--- src/rtl/rxevq_pkg.sv ---
package rxevq_pkg;

    localparam int DATA_W = 16;
    localparam int CTRL_W = 32;

    localparam int B_RXBAD   = 2;
    localparam int B_TSMODE  = 3;
    localparam int B_INHIBIT = 4;
    localparam int B_OVF_EN  = 6;
    localparam int B_ALLERR  = 7;
    localparam int B_FLUSH   = 31;

    localparam logic [CTRL_W-1:0] CTRL_RESET = 32'h0000_0300;
    localparam logic [CTRL_W-1:0] CTRL_WMASK = 32'h0000_07FF;

    typedef enum logic [1:0] {
        EV_GOOD = 2'd0,
        EV_BAD  = 2'd1,
        EV_ERR  = 2'd2,
        EV_OVF  = 2'd3
    } ev_kind_e;

    typedef enum logic [1:0] {
        TGT_DROP = 2'd0,
        TGT_NORM = 2'd1,
        TGT_ERRQ = 2'd2
    } tgt_e;

    typedef struct packed {
        logic              is_ts;
        ev_kind_e          kind;
        logic [DATA_W-1:0] data;
    } q_entry_t;

    function automatic tgt_e route_event(ev_kind_e k, logic rx_bad,
                                         logic ovf_en, logic all_err);
        tgt_e t;
        unique case (k)
            EV_GOOD: t = TGT_NORM;
            EV_BAD:  t = rx_bad ? TGT_NORM : TGT_DROP;
            EV_ERR:  t = (all_err || !rx_bad) ? TGT_ERRQ : TGT_NORM;
            default: t = ovf_en ? TGT_NORM : TGT_DROP;
        endcase
        return t;
    endfunction

endpackage

--- src/rtl/rxevq_ctrl_reg.sv ---
module rxevq_ctrl_reg
    import rxevq_pkg::*;
(
    input  logic              clk,
    input  logic              rst,
    input  logic              diag_mode,
    input  logic              wr_set,
    input  logic              wr_clr,
    input  logic [CTRL_W-1:0] wdata,
    output logic [CTRL_W-1:0] ctrl_q,
    output logic              flush_pulse
);

    logic [CTRL_W-1:0] ctrl_d;
    logic [CTRL_W-1:0] wmask;

    assign wmask       = wdata & CTRL_WMASK;
    assign flush_pulse = wr_set && wdata[B_FLUSH] && diag_mode;

    always_comb begin
        ctrl_d = ctrl_q;
        if (wr_set) ctrl_d = ctrl_d | wmask;
        if (wr_clr) ctrl_d = ctrl_d & ~wmask;
    end

    always_ff @(posedge clk) begin
        if (rst) ctrl_q <= CTRL_RESET;
        else     ctrl_q <= ctrl_d;
    end

endmodule

--- src/rtl/rxevq_fifo.sv ---
module rxevq_fifo
    import rxevq_pkg::*;
#(
    parameter int DEPTH = 16,
    localparam int AW = $clog2(DEPTH),
    localparam int CW = AW + 1
) (
    input  logic     clk,
    input  logic     rst,
    input  logic     flush,
    input  logic     push0,
    input  logic     push1,
    input  q_entry_t din0,
    input  q_entry_t din1,
    input  logic     pop,
    output q_entry_t head,
    output logic     empty,
    output logic     full,
    output logic [CW-1:0] count
);

    q_entry_t        mem [DEPTH];
    logic [AW-1:0]   wr_ptr, rd_ptr;
    logic            pop_ok;
    logic [1:0]      n_push;

    assign empty  = (count == '0);
    assign full   = (count == CW'(DEPTH));
    assign head   = mem[rd_ptr];
    assign pop_ok = pop && !empty && !flush;
    assign n_push = {1'b0, push0} + {1'b0, push0 && push1};

    always_ff @(posedge clk) begin
        if (push0 && !flush) mem[wr_ptr] <= din0;
        if (push0 && push1 && !flush) mem[wr_ptr + AW'(1)] <= din1;
    end

    always_ff @(posedge clk) begin
        if (rst || flush) begin
            wr_ptr <= '0;
            rd_ptr <= '0;
            count  <= '0;
        end else begin
            wr_ptr <= wr_ptr + AW'(n_push);
            rd_ptr <= rd_ptr + AW'(pop_ok);
            count  <= count + CW'(n_push) - CW'(pop_ok);
        end
    end

endmodule

--- src/rtl/rxevq_top.sv ---
module rxevq_top
    import rxevq_pkg::*;
#(
    parameter int DEPTH = 16
) (
    input  logic        clk,
    input  logic        rst,
    input  logic        diag_mode,
    input  logic        reg_wr_set,
    input  logic        reg_wr_clr,
    input  logic [31:0] reg_wdata,
    output logic [31:0] ctrl_rdata,
    output logic [15:0] ts_rdata,
    input  logic        evt_valid,
    input  logic [1:0]  evt_kind,
    input  logic [15:0] evt_data,
    output logic        evt_ready,
    input  logic        nq_pop,
    output logic        nq_is_ts,
    output logic [1:0]  nq_kind,
    output logic [15:0] nq_data,
    output logic        nq_empty,
    output logic        nq_full,
    input  logic        eq_pop,
    output logic        eq_is_ts,
    output logic [1:0]  eq_kind,
    output logic [15:0] eq_data,
    output logic        eq_empty,
    output logic        eq_full
);

    localparam int NQ = 2;
    localparam int CW = $clog2(DEPTH) + 1;
    localparam logic [CW:0] DEPTH_C = (CW+1)'(DEPTH);

    logic [CTRL_W-1:0] ctrl_q;
    logic              flush_pulse;
    logic [DATA_W-1:0] time_cnt, ts_q;

    tgt_e              tgt;
    logic              ts_mode, accept, tgt_err, room;
    logic [CW-1:0]     sel_cnt;
    logic [CW:0]       need;
    q_entry_t          ev_ent, ts_ent, din0;

    logic [NQ-1:0]     push0, push1, pops, q_empty, q_full;
    q_entry_t          q_head [NQ];
    logic [CW-1:0]     q_cnt  [NQ];

    rxevq_ctrl_reg u_ctrl (
        .clk        (clk),
        .rst        (rst),
        .diag_mode  (diag_mode),
        .wr_set     (reg_wr_set),
        .wr_clr     (reg_wr_clr),
        .wdata      (reg_wdata),
        .ctrl_q     (ctrl_q),
        .flush_pulse(flush_pulse)
    );

    assign ts_mode = ctrl_q[B_TSMODE];
    assign tgt     = route_event(ev_kind_e'(evt_kind), ctrl_q[B_RXBAD],
                                 ctrl_q[B_OVF_EN], ctrl_q[B_ALLERR]);
    assign tgt_err = (tgt == TGT_ERRQ);
    assign sel_cnt = tgt_err ? q_cnt[1] : q_cnt[0];
    assign need    = ts_mode ? (CW+1)'(2) : (CW+1)'(1);
    assign room    = ({1'b0, sel_cnt} + need) <= DEPTH_C;

    assign evt_ready = !flush_pulse && !ctrl_q[B_INHIBIT] &&
                       ((tgt == TGT_DROP) || room);
    assign accept    = evt_valid && evt_ready;

    always_comb begin
        ev_ent.is_ts = 1'b0;
        ev_ent.kind  = ev_kind_e'(evt_kind);
        ev_ent.data  = evt_data;
        ts_ent.is_ts = 1'b1;
        ts_ent.kind  = ev_kind_e'(evt_kind);
        ts_ent.data  = time_cnt;
        din0         = ts_mode ? ts_ent : ev_ent;
    end

    assign pops = {eq_pop, nq_pop};

    for (genvar gi = 0; gi < NQ; gi++) begin : g_q
        assign push0[gi] = accept && (tgt != TGT_DROP) && (tgt_err == (gi == 1));
        assign push1[gi] = push0[gi] && ts_mode;

        rxevq_fifo #(.DEPTH(DEPTH)) u_fifo (
            .clk  (clk),
            .rst  (rst),
            .flush(flush_pulse),
            .push0(push0[gi]),
            .push1(push1[gi]),
            .din0 (din0),
            .din1 (ev_ent),
            .pop  (pops[gi]),
            .head (q_head[gi]),
            .empty(q_empty[gi]),
            .full (q_full[gi]),
            .count(q_cnt[gi])
        );
    end

    always_ff @(posedge clk) begin
        if (rst) begin
            time_cnt <= '0;
            ts_q     <= '0;
        end else begin
            time_cnt <= time_cnt + 1'b1;
            if (nq_pop && !q_empty[0] && !flush_pulse) ts_q <= time_cnt;
        end
    end

    assign ctrl_rdata = ctrl_q;
    assign ts_rdata   = ts_q;

    assign nq_is_ts = q_head[0].is_ts;
    assign nq_kind  = q_head[0].kind;
    assign nq_data  = q_head[0].data;
    assign nq_empty = q_empty[0];
    assign nq_full  = q_full[0];
    assign eq_is_ts = q_head[1].is_ts;
    assign eq_kind  = q_head[1].kind;
    assign eq_data  = q_head[1].data;
    assign eq_empty = q_empty[1];
    assign eq_full  = q_full[1];

endmodule

--- config.mk ---
export PLATFORM = sky130hd
export DESIGN_NAME = rxevq_top
export DESIGN_NICKNAME = d
export VERILOG_FILES = /design/src/rtl/rxevq_pkg.sv /design/src/rtl/rxevq_ctrl_reg.sv /design/src/rtl/rxevq_fifo.sv /design/src/rtl/rxevq_top.sv
export SDC_FILE = /design/constraint.sdc
export NUM_CORES = 1
export LEC_CHECK = 0
export ABC_AREA = 1
export CAP_MARGIN = 20
export CELL_PAD_IN_SITES_DETAIL_PLACEMENT = 1
export CELL_PAD_IN_SITES_GLOBAL_PLACEMENT = 2
export CORE_MARGIN = 2
export CORE_UTILIZATION = 41
export CTS_BUF_LIST = sky130_fd_sc_hd__clkbuf_4 sky130_fd_sc_hd__clkbuf_8
export DETAILED_ROUTE_END_ITERATION = 10
export PLACE_DENSITY = 0.86
export SLEW_MARGIN = 5
export SYNTH_ARGS = -nofsm -noshare
export SYNTH_HDL_FRONTEND = slang
export SYNTH_HIERARCHICAL = 1
export SYNTH_SLANG_ARGS = --single-unit
--- constraint.sdc ---
create_clock -name clk -period 9.2 [get_ports clk]
set_input_delay 1.84 -clock clk [delete_from_list [all_inputs] [get_ports clk]]
set_output_delay 1.84 -clock clk [all_outputs]
set_load 0.01 [all_outputs]
==> flow_summary.ini, run 1 <==
[run_status]
status = complete, no violations

[detailed_routing]
drt-total-wl_um = 126000
dr.first_iter.drc_count = 1879
antenna_violating_nets_post_route = 0
detailed_route_wire_length_per_cell_um = 21.6
num_vias = 31200
dr.pass1.iters = 5
drcViolationCount = 0
route.detailed.vias_per_inst = 5.33

[clocking]
post_cts_hold_buffer_count = 0
count_of_instances_resized_after_the_clock_tree_is_built = 0
tritoncts.num_buffers = 119
cts.repair_timing.setup_buffer_count = 0
h-tree-depth = 3
max-clock-path-buffers = 3
cts_root_buf = sky130_fd_sc_hd__clkbuf_8
clkTransAtPathRegs_ns = 0.06
tritoncts = built
clk_latency_ns = 0.80
clock_sink_count = 677

[global_routing]
grtUsageTotal_pct = 27.0
grt_antenna_before_repair = 3
globalRoute.totalOverflow = 0
top_usage_layer = met2
grt_util_met2_pct = 49.5
grt_util_met3_pct = 3.50
first_global_vias = 31900
grtUsageMet1_pct = 32.8
grt_start_max_net_pins = 90
grt_first_pass_wirelength_um = 191000

[die]
die_height_um = 306
io_pins = 149
floorplan.core_area_um2 = 90000
fp.dieW_um = 306
die_area_um2 = 93300
num_rows = 110
initial_utilization_pct = 41.4

[worst_setup_path]
worstPathMaxFanout = 39
worst_setup_path_start_kind = primary input
path_class = in2reg
worst_path_largest_cell_delay_ns = 0.75
critPathArrivalTime_ns = 6.97
most_used_cell_along_the_critical_path = sky130_fd_sc_hd__nand2_1
timing.critical_path.cells = buf_2 > inv_1 > nor2_4 > nand2_1 > inv_1 > nand2_1 > nand2_1 > ha_1 > inv_1 > fa_1 > inv_1 > nand3_1 > nand2_1 > nand2_1 > nand2_1 > nand2_1 > nand2_1 > nand4_1 > nor2_1 > nand2_2 > nor2_4 > nand2_2 > nand2_1 > buf_4
critPathSlowestCell = sky130_fd_sc_hd__nand2_1
cp-end-kind = flip-flop
cp_required_ns = 9.64

[synthesis]
synth_area_leader = sky130_fd_sc_hd__edfxtp_1
most_used_flip_flop_cell_after_synthesis = sky130_fd_sc_hd__edfxtp_1
synth_top_cells_by_area = sky130_fd_sc_hd__edfxtp_1 (49%), sky130_fd_sc_hd__nand2_1 (16%), sky130_fd_sc_hd__nand3_1 (6.4%), sky130_fd_sc_hd__inv_1 (6.2%), sky130_fd_sc_hd__o21ai_0 (6.1%)
synthesis.area_um2 = 37300
synth-seq-cells = 677
netlist-cell-type-count = 39
post_synth.cell_area_avg_um2 = 8.00
synth_async_sr_flop_share_pct = 0
synth_edf_count = 608
post_synth_inst_count = 4657
synth.yosys.seq_area_share_pct = 52.7
netlist.area_leader.share_pct = 49.0
synthesis.yosys.warnings = 6

[job]
drv.max_cap_violation_count = 0

[place]
place.gp.congestion = 0.783
place.detailed.hpwl_um = 76700
io_buffers = 107

[timing]
peak_freq_mhz = 153
timing.clock.skew_ns = 0.0633
worst_pin_slew_ns = 1.16
finalCritPeriodShare_pct = 71.0
finalCriticalPeriod_ns = 6.53
final_count_of_pins_violating_max_slew = 0
timing.final.setup_violations = 0
final_hold_viol_count = 0
rsz_0062_raised_after_global_routing = false
slew_headroom_pct = 22.5
setup-tns-final_ns = 0

[layout]
final_core_utilization_pct = 45.3
finalNetCount = 4665
area_growth_pct = 9.35
post_route_cells_drive_above_1_share_pct = 7.34

[pwr]
ir_drop_mv = 0.114
power_density_nw_per_um2 = 202
leakage_nw = 18.2

[min_path]
hold_class = reg2reg
==> registers in the layout, summed over array words and instances (netlist names) <==
register           flops
g_q.u_fifo/count      10
g_q.u_fifo/mem       608
g_q.u_fifo/rd_ptr      8
g_q.u_fifo/wr_ptr      8
time_cnt              16
ts_rdata              16
u_ctrl/ctrl_q         11
==> cells in the final DEF (no fill, tap or decap), types with 6 or more instances in the layout <==
master and count:
sky130_fd_sc_hd__clkbuf_8 122, sky130_fd_sc_hd__nand4_1 8, sky130_fd_sc_hd__clkdlybuf4s50_1 105, sky130_fd_sc_hd__clkinv_2 16
sky130_fd_sc_hd__nor2_2 7, sky130_fd_sc_hd__dfxtp_1 62, sky130_fd_sc_hd__conb_1 23, sky130_fd_sc_hd__buf_4 76
sky130_fd_sc_hd__nor2_1 87, sky130_fd_sc_hd__nand2_4 6, sky130_fd_sc_hd__nand3_2 9, sky130_fd_sc_hd__o21ai_0 445
sky130_fd_sc_hd__o21ai_2 10, sky130_fd_sc_hd__a21oi_1 46, sky130_fd_sc_hd__ha_1 25, sky130_fd_sc_hd__inv_1 610
sky130_fd_sc_hd__nand2_1 1594, sky130_fd_sc_hd__o21ai_1 193, sky130_fd_sc_hd__nand3_1 472, sky130_fd_sc_hd__clkbuf_4 46
sky130_fd_sc_hd__nand2_2 19, sky130_fd_sc_hd__clkinv_1 29, sky130_fd_sc_hd__edfxtp_1 608
==> cells in the mapped netlist (7+ instances only) <==
library cell	count
sky130_fd_sc_hd__buf_6	49
sky130_fd_sc_hd__buf_4	30
sky130_fd_sc_hd__nor2_2	7
sky130_fd_sc_hd__a21oi_1	46
sky130_fd_sc_hd__buf_1	59
sky130_fd_sc_hd__edfxtp_1	608
sky130_fd_sc_hd__ha_1	25
sky130_fd_sc_hd__nand3_1	480
sky130_fd_sc_hd__inv_1	613
sky130_fd_sc_hd__nor2_1	87
sky130_fd_sc_hd__clkbuf_1	142
sky130_fd_sc_hd__nand2_1	1594
sky130_fd_sc_hd__dfxtp_1	69
sky130_fd_sc_hd__nand2_2	19
sky130_fd_sc_hd__clkbuf_2	25
sky130_fd_sc_hd__nand4_1	8
sky130_fd_sc_hd__o21ai_0	455
sky130_fd_sc_hd__buf_2	100
sky130_fd_sc_hd__o21ai_1	193
==> critical path: cells and delay by family <==
kind                       cells  cell delay (ns)
and+or+nand+nor               16             3.63
adders and majority gates      2             0.56
buffers and inverters          6             0.91
==> path summary, 6_finish.rpt <==
kind	startpoint	end	slack [ns]	cells after the start
setup / recovery	evt_kind[1]	g_q[0].u_fifo/mem[10][7]$_DFFE_PP_	2.67	24
setup reg to reg	u_ctrl/ctrl_q[7]$_SDFF_PP0_	g_q[0].u_fifo/mem[10][7]$_DFFE_PP_	3.56	23
hold / removal	ts_rdata[8]$_SDFFE_PP0P_	ts_rdata[8]$_SDFFE_PP0P_	0.44	2
hold reg to reg	ts_rdata[8]$_SDFFE_PP0P_	ts_rdata[8]$_SDFFE_PP0P_	0.44	2
==> where the power goes <==
group	total [W]	switching [W]	internal, W
logic	0.00192	0.00128	0.000643
registers	0.00349	0.0000687	0.00343
clock network	0.00283	0.00133	0.00150
total	0.00824	0.00268	0.00557
==> through the flow <==
step                      total power [W]  hold slack, ns  setup WS, ns  area, µm²  instances
after floorplan                   0.00478           0.439          3.75      37300       4678
after global placement            0.00544           0.434          1.91      38400       5630
after detailed placement          0.00548           0.437          1.85      38400       5631
after CTS                         0.00833           0.446          2.64      40700       5850
after global routing              0.00870           0.471          2.26      40800       5854
final                             0.00824           0.442          2.67      40800       5855
==> per-layer routing <==
| metal | vias up | wire length [µm] |
|---|---|---|
| li1 | 14800 | - |
| met1 | 15500 | 52200 |
| met2 | 736 | 64400 |
| met3 | 212 | 5910 |
| met4 | 0 | 3710 |
| met5 | - | 0 |
==> logic make-up (layout without fill, tap and decap cells) <==
group | count (synthesis) | after routing | share of synthesized area [%]
compound gates | 697 | 697 | 9.38
xor+xnor | 8 | 8 | 0.188
fa+ha+maj | 30 | 30 | 1.11
buf+inv | 1025 | 1022 | 12.1
flops | 677 | 677 | 52.7
other cells | 2 | 27 | 0.0201
simple gates | 2218 | 2218 | 24.5
==> cell type report <==
type                    count  area, µm²
fillers                 10900      49300
flip-flops and latches    677      19700
multi-input cells        2976      13300
inverters                 618       2320
clock buffers             168       2020
repair buffers            185       1670
well taps                1176       1470
clock inverters            51        320
diodes                      4       10.0
Note: power is estimated with default switching activity, not from simulation.
==> run 2, diff against run 1 <==
Settings changed: CORE_UTILIZATION 41 to 35, PLACE_DENSITY 0.86 to 0.78.
Clock period 9.2 ns to 5.78 ns, I/O delays scaled along.
==> flow_summary.ini, run 2 (synthesis results as in run 1) <==
[global_routing]
grt_util_met2_pct = 43.4
top_usage_layer = met2
grt_first_pass_wirelength_um = 198000
grtUsageTotal_pct = 24.4
first_global_vias = 31600
grtUsageMet1_pct = 30.3
grt_util_met3_pct = 3.00
grt_start_max_net_pins = 125
globalRoute.totalOverflow = 0
grt_antenna_before_repair = 4

[timing]
worst_pin_slew_ns = 1.10
final_count_of_pins_violating_max_slew = 0
setup-tns-final_ns = 0
layout_setup_ws_ns = 0.713
slew_headroom_pct = 26.8
rsz_0062_raised_after_global_routing = false
finalCriticalPeriod_ns = 5.07
peak_freq_mhz = 197
timing.clock.skew_ns = 0.0349
timing.final.setup_violations = 0
final_hold_viol_count = 0
finalCritPeriodShare_pct = 87.7

[die]
floorplan.core_area_um2 = 105000
initial_utilization_pct = 35.4
die_area_um2 = 109000
die_height_um = 330
num_rows = 119
io_pins = 149
fp.dieW_um = 330

[layout]
layout.cells.non_filler = 6119
post_route_cells_drive_above_1_share_pct = 8.44
design_area_um2 = 41600
finalNetCount = 4720
final_common_cell = sky130_fd_sc_hd__nand2_1
max_flop_register = g_q.u_fifo/mem
area_growth_pct = 11.6
largest_reg_flops = 608
mostFrequentLayoutCells = sky130_fd_sc_hd__nand2_1 (1592), sky130_fd_sc_hd__inv_1 (610), sky130_fd_sc_hd__edfxtp_1 (608)

[detailed_routing]
drt-total-wl_um = 133000
dr.first_iter.drc_count = 2151
antenna_violating_nets_post_route = 0
drcViolationCount = 3
detailed_route_wire_length_per_cell_um = 21.7
route.detailed.vias_per_inst = 5.13
dr.pass1.iters = 8
num_vias = 31400

[worst_setup_path]
path_class = reg2out
most_used_cell_along_the_critical_path = sky130_fd_sc_hd__nand3_1
cp-end-kind = output pin
timing.critical_path.cells = inv_4 > buf_12 > nand2_1 > nand3_1 > nand3_1 > nand3_1 > nand2_1 > clkdlybuf4s50_1
critPathSlowestCell = sky130_fd_sc_hd__dfxtp_4
cp_required_ns = 4.62
critPathArrivalTime_ns = 3.91
path_buf_inv = 3
cpLargestDelayFamily = buffers and inverters
worst_path_largest_cell_delay_ns = 0.87
worst_setup_path_start_kind = flip-flop
worstPathMaxFanout = 58

[place]
placed_instance_count = 5890
dpl_worst_slack_ns = 0.238
place.detailed.hpwl_um = 79500
io_buffers = 107
place_area_um2 = 39100
place.gp.congestion = 0.785

[run_status]
violations = DRC
status = complete, but fails checks

[clocking]
count_of_instances_resized_after_the_clock_tree_is_built = 0
clock_sink_count = 677
h-tree-depth = 4
tritoncts = built
clk_latency_ns = 0.81
cts.repair_timing.setup_buffer_count = 0
max-clock-path-buffers = 3
tritoncts.num_buffers = 130
clkTransAtPathRegs_ns = 0.05
cts_root_buf = sky130_fd_sc_hd__clkbuf_8
post_cts_hold_buffer_count = 0

[job]
drv.max_cap_violation_count = 0

[pwr]
ir_drop_mv = 0.189
leakage_nw = 18.5
power_density_nw_per_um2 = 321

[min_path]
hold_class = reg2reg
run 2: changes by cell type in the layout (fill, tap and decap cells not counted), sizes merged:
cell      delta
bufinv       -2
clkbuf      +18
buf         +44
clkinvlp     +7
inv          +1
clkinv      -17
diode        -2
run 2: metrics by stage:
| stage | util [%] | hold WS (ns) | power [W] |
|---|---|---|---|
| after floorplan | - | 0.439 | 0.00761 |
| after global placement | 37.1 | 0.433 | 0.00877 |
| after detailed placement | 37.1 | 0.439 | 0.00882 |
| after CTS | 39.4 | 0.447 | 0.0135 |
| after global routing | 39.5 | 0.466 | 0.0141 |
| final | 39.5 | 0.442 | 0.0133 |
run 2: cell type report:
type / count / area, µm²
fill: 12700 / 63800
sequential: 677 / 19700
multi-input combinational: 2976 / 13300
inverter: 618 / 2320
clock buffer: 186 / 2230
timing repair buffer: 229 / 2150
tap: 1391 / 1740
clock inverter: 40 / 233
antenna: 2 / 5.00
run 2: path summary, 6_finish.rpt:
path / from / endpoint / slack, ns / cells after the start
setup / recovery: g_q[1].u_fifo/rd_ptr[0]$_SDFF_PP0_ / eq_data[1] / 0.71 / 8
hold / removal: ts_rdata[6]$_SDFFE_PP0P_ / ts_rdata[6]$_SDFFE_PP0P_ / 0.44 / 2
setup reg to reg: u_ctrl/ctrl_q[7]$_SDFF_PP0_ / g_q[1].u_fifo/mem[14][3]$_DFFE_PP_ / 1.32 / 24
hold reg to reg: ts_rdata[6]$_SDFFE_PP0P_ / ts_rdata[6]$_SDFFE_PP0P_ / 0.44 / 2
run 2: layer usage:
| layer | up-vias | wire length [µm] | part of all wire (%) |
|---|---|---|---|
| li1 | 14900 | - | - |
| met1 | 15600 | 56400 | 42 |
| met2 | 724 | 66300 | 50 |
| met3 | 224 | 5280 | 4.0 |
| met4 | 0 | 4660 | 3.5 |
| met5 | - | 0 | 0 |
run 2: worst reg2reg max path, stage by stage, from the launching register on:
cell and delay, ns:
sky130_fd_sc_hd__dfxtp_1 0.37, sky130_fd_sc_hd__inv_1 0.06, sky130_fd_sc_hd__nand2_1 0.16, sky130_fd_sc_hd__nand2_1 0.25, sky130_fd_sc_hd__inv_1 0.14, sky130_fd_sc_hd__nand2_1 0.06
sky130_fd_sc_hd__nand2_1 0.06, sky130_fd_sc_hd__ha_1 0.16, sky130_fd_sc_hd__inv_1 0.06, sky130_fd_sc_hd__fa_1 0.50, sky130_fd_sc_hd__nand2_1 0.05, sky130_fd_sc_hd__nor2_1 0.10
sky130_fd_sc_hd__nand2_1 0.06, sky130_fd_sc_hd__nand2_1 0.05, sky130_fd_sc_hd__nand2_1 0.06, sky130_fd_sc_hd__nand2_1 0.11, sky130_fd_sc_hd__nand4_1 0.16, sky130_fd_sc_hd__nor2_1 0.18
sky130_fd_sc_hd__buf_4 0.17, sky130_fd_sc_hd__nand2_2 0.10, sky130_fd_sc_hd__nor2_4 0.45, sky130_fd_sc_hd__nand2_2 0.32, sky130_fd_sc_hd__buf_4 0.37, sky130_fd_sc_hd__nand2_1 0.13
sky130_fd_sc_hd__o21ai_0 0.08
run 2: report_power, final:
group          internal, W  switching, W
registers          0.00545      0.000147
clock network      0.00251       0.00214
logic              0.00106       0.00203
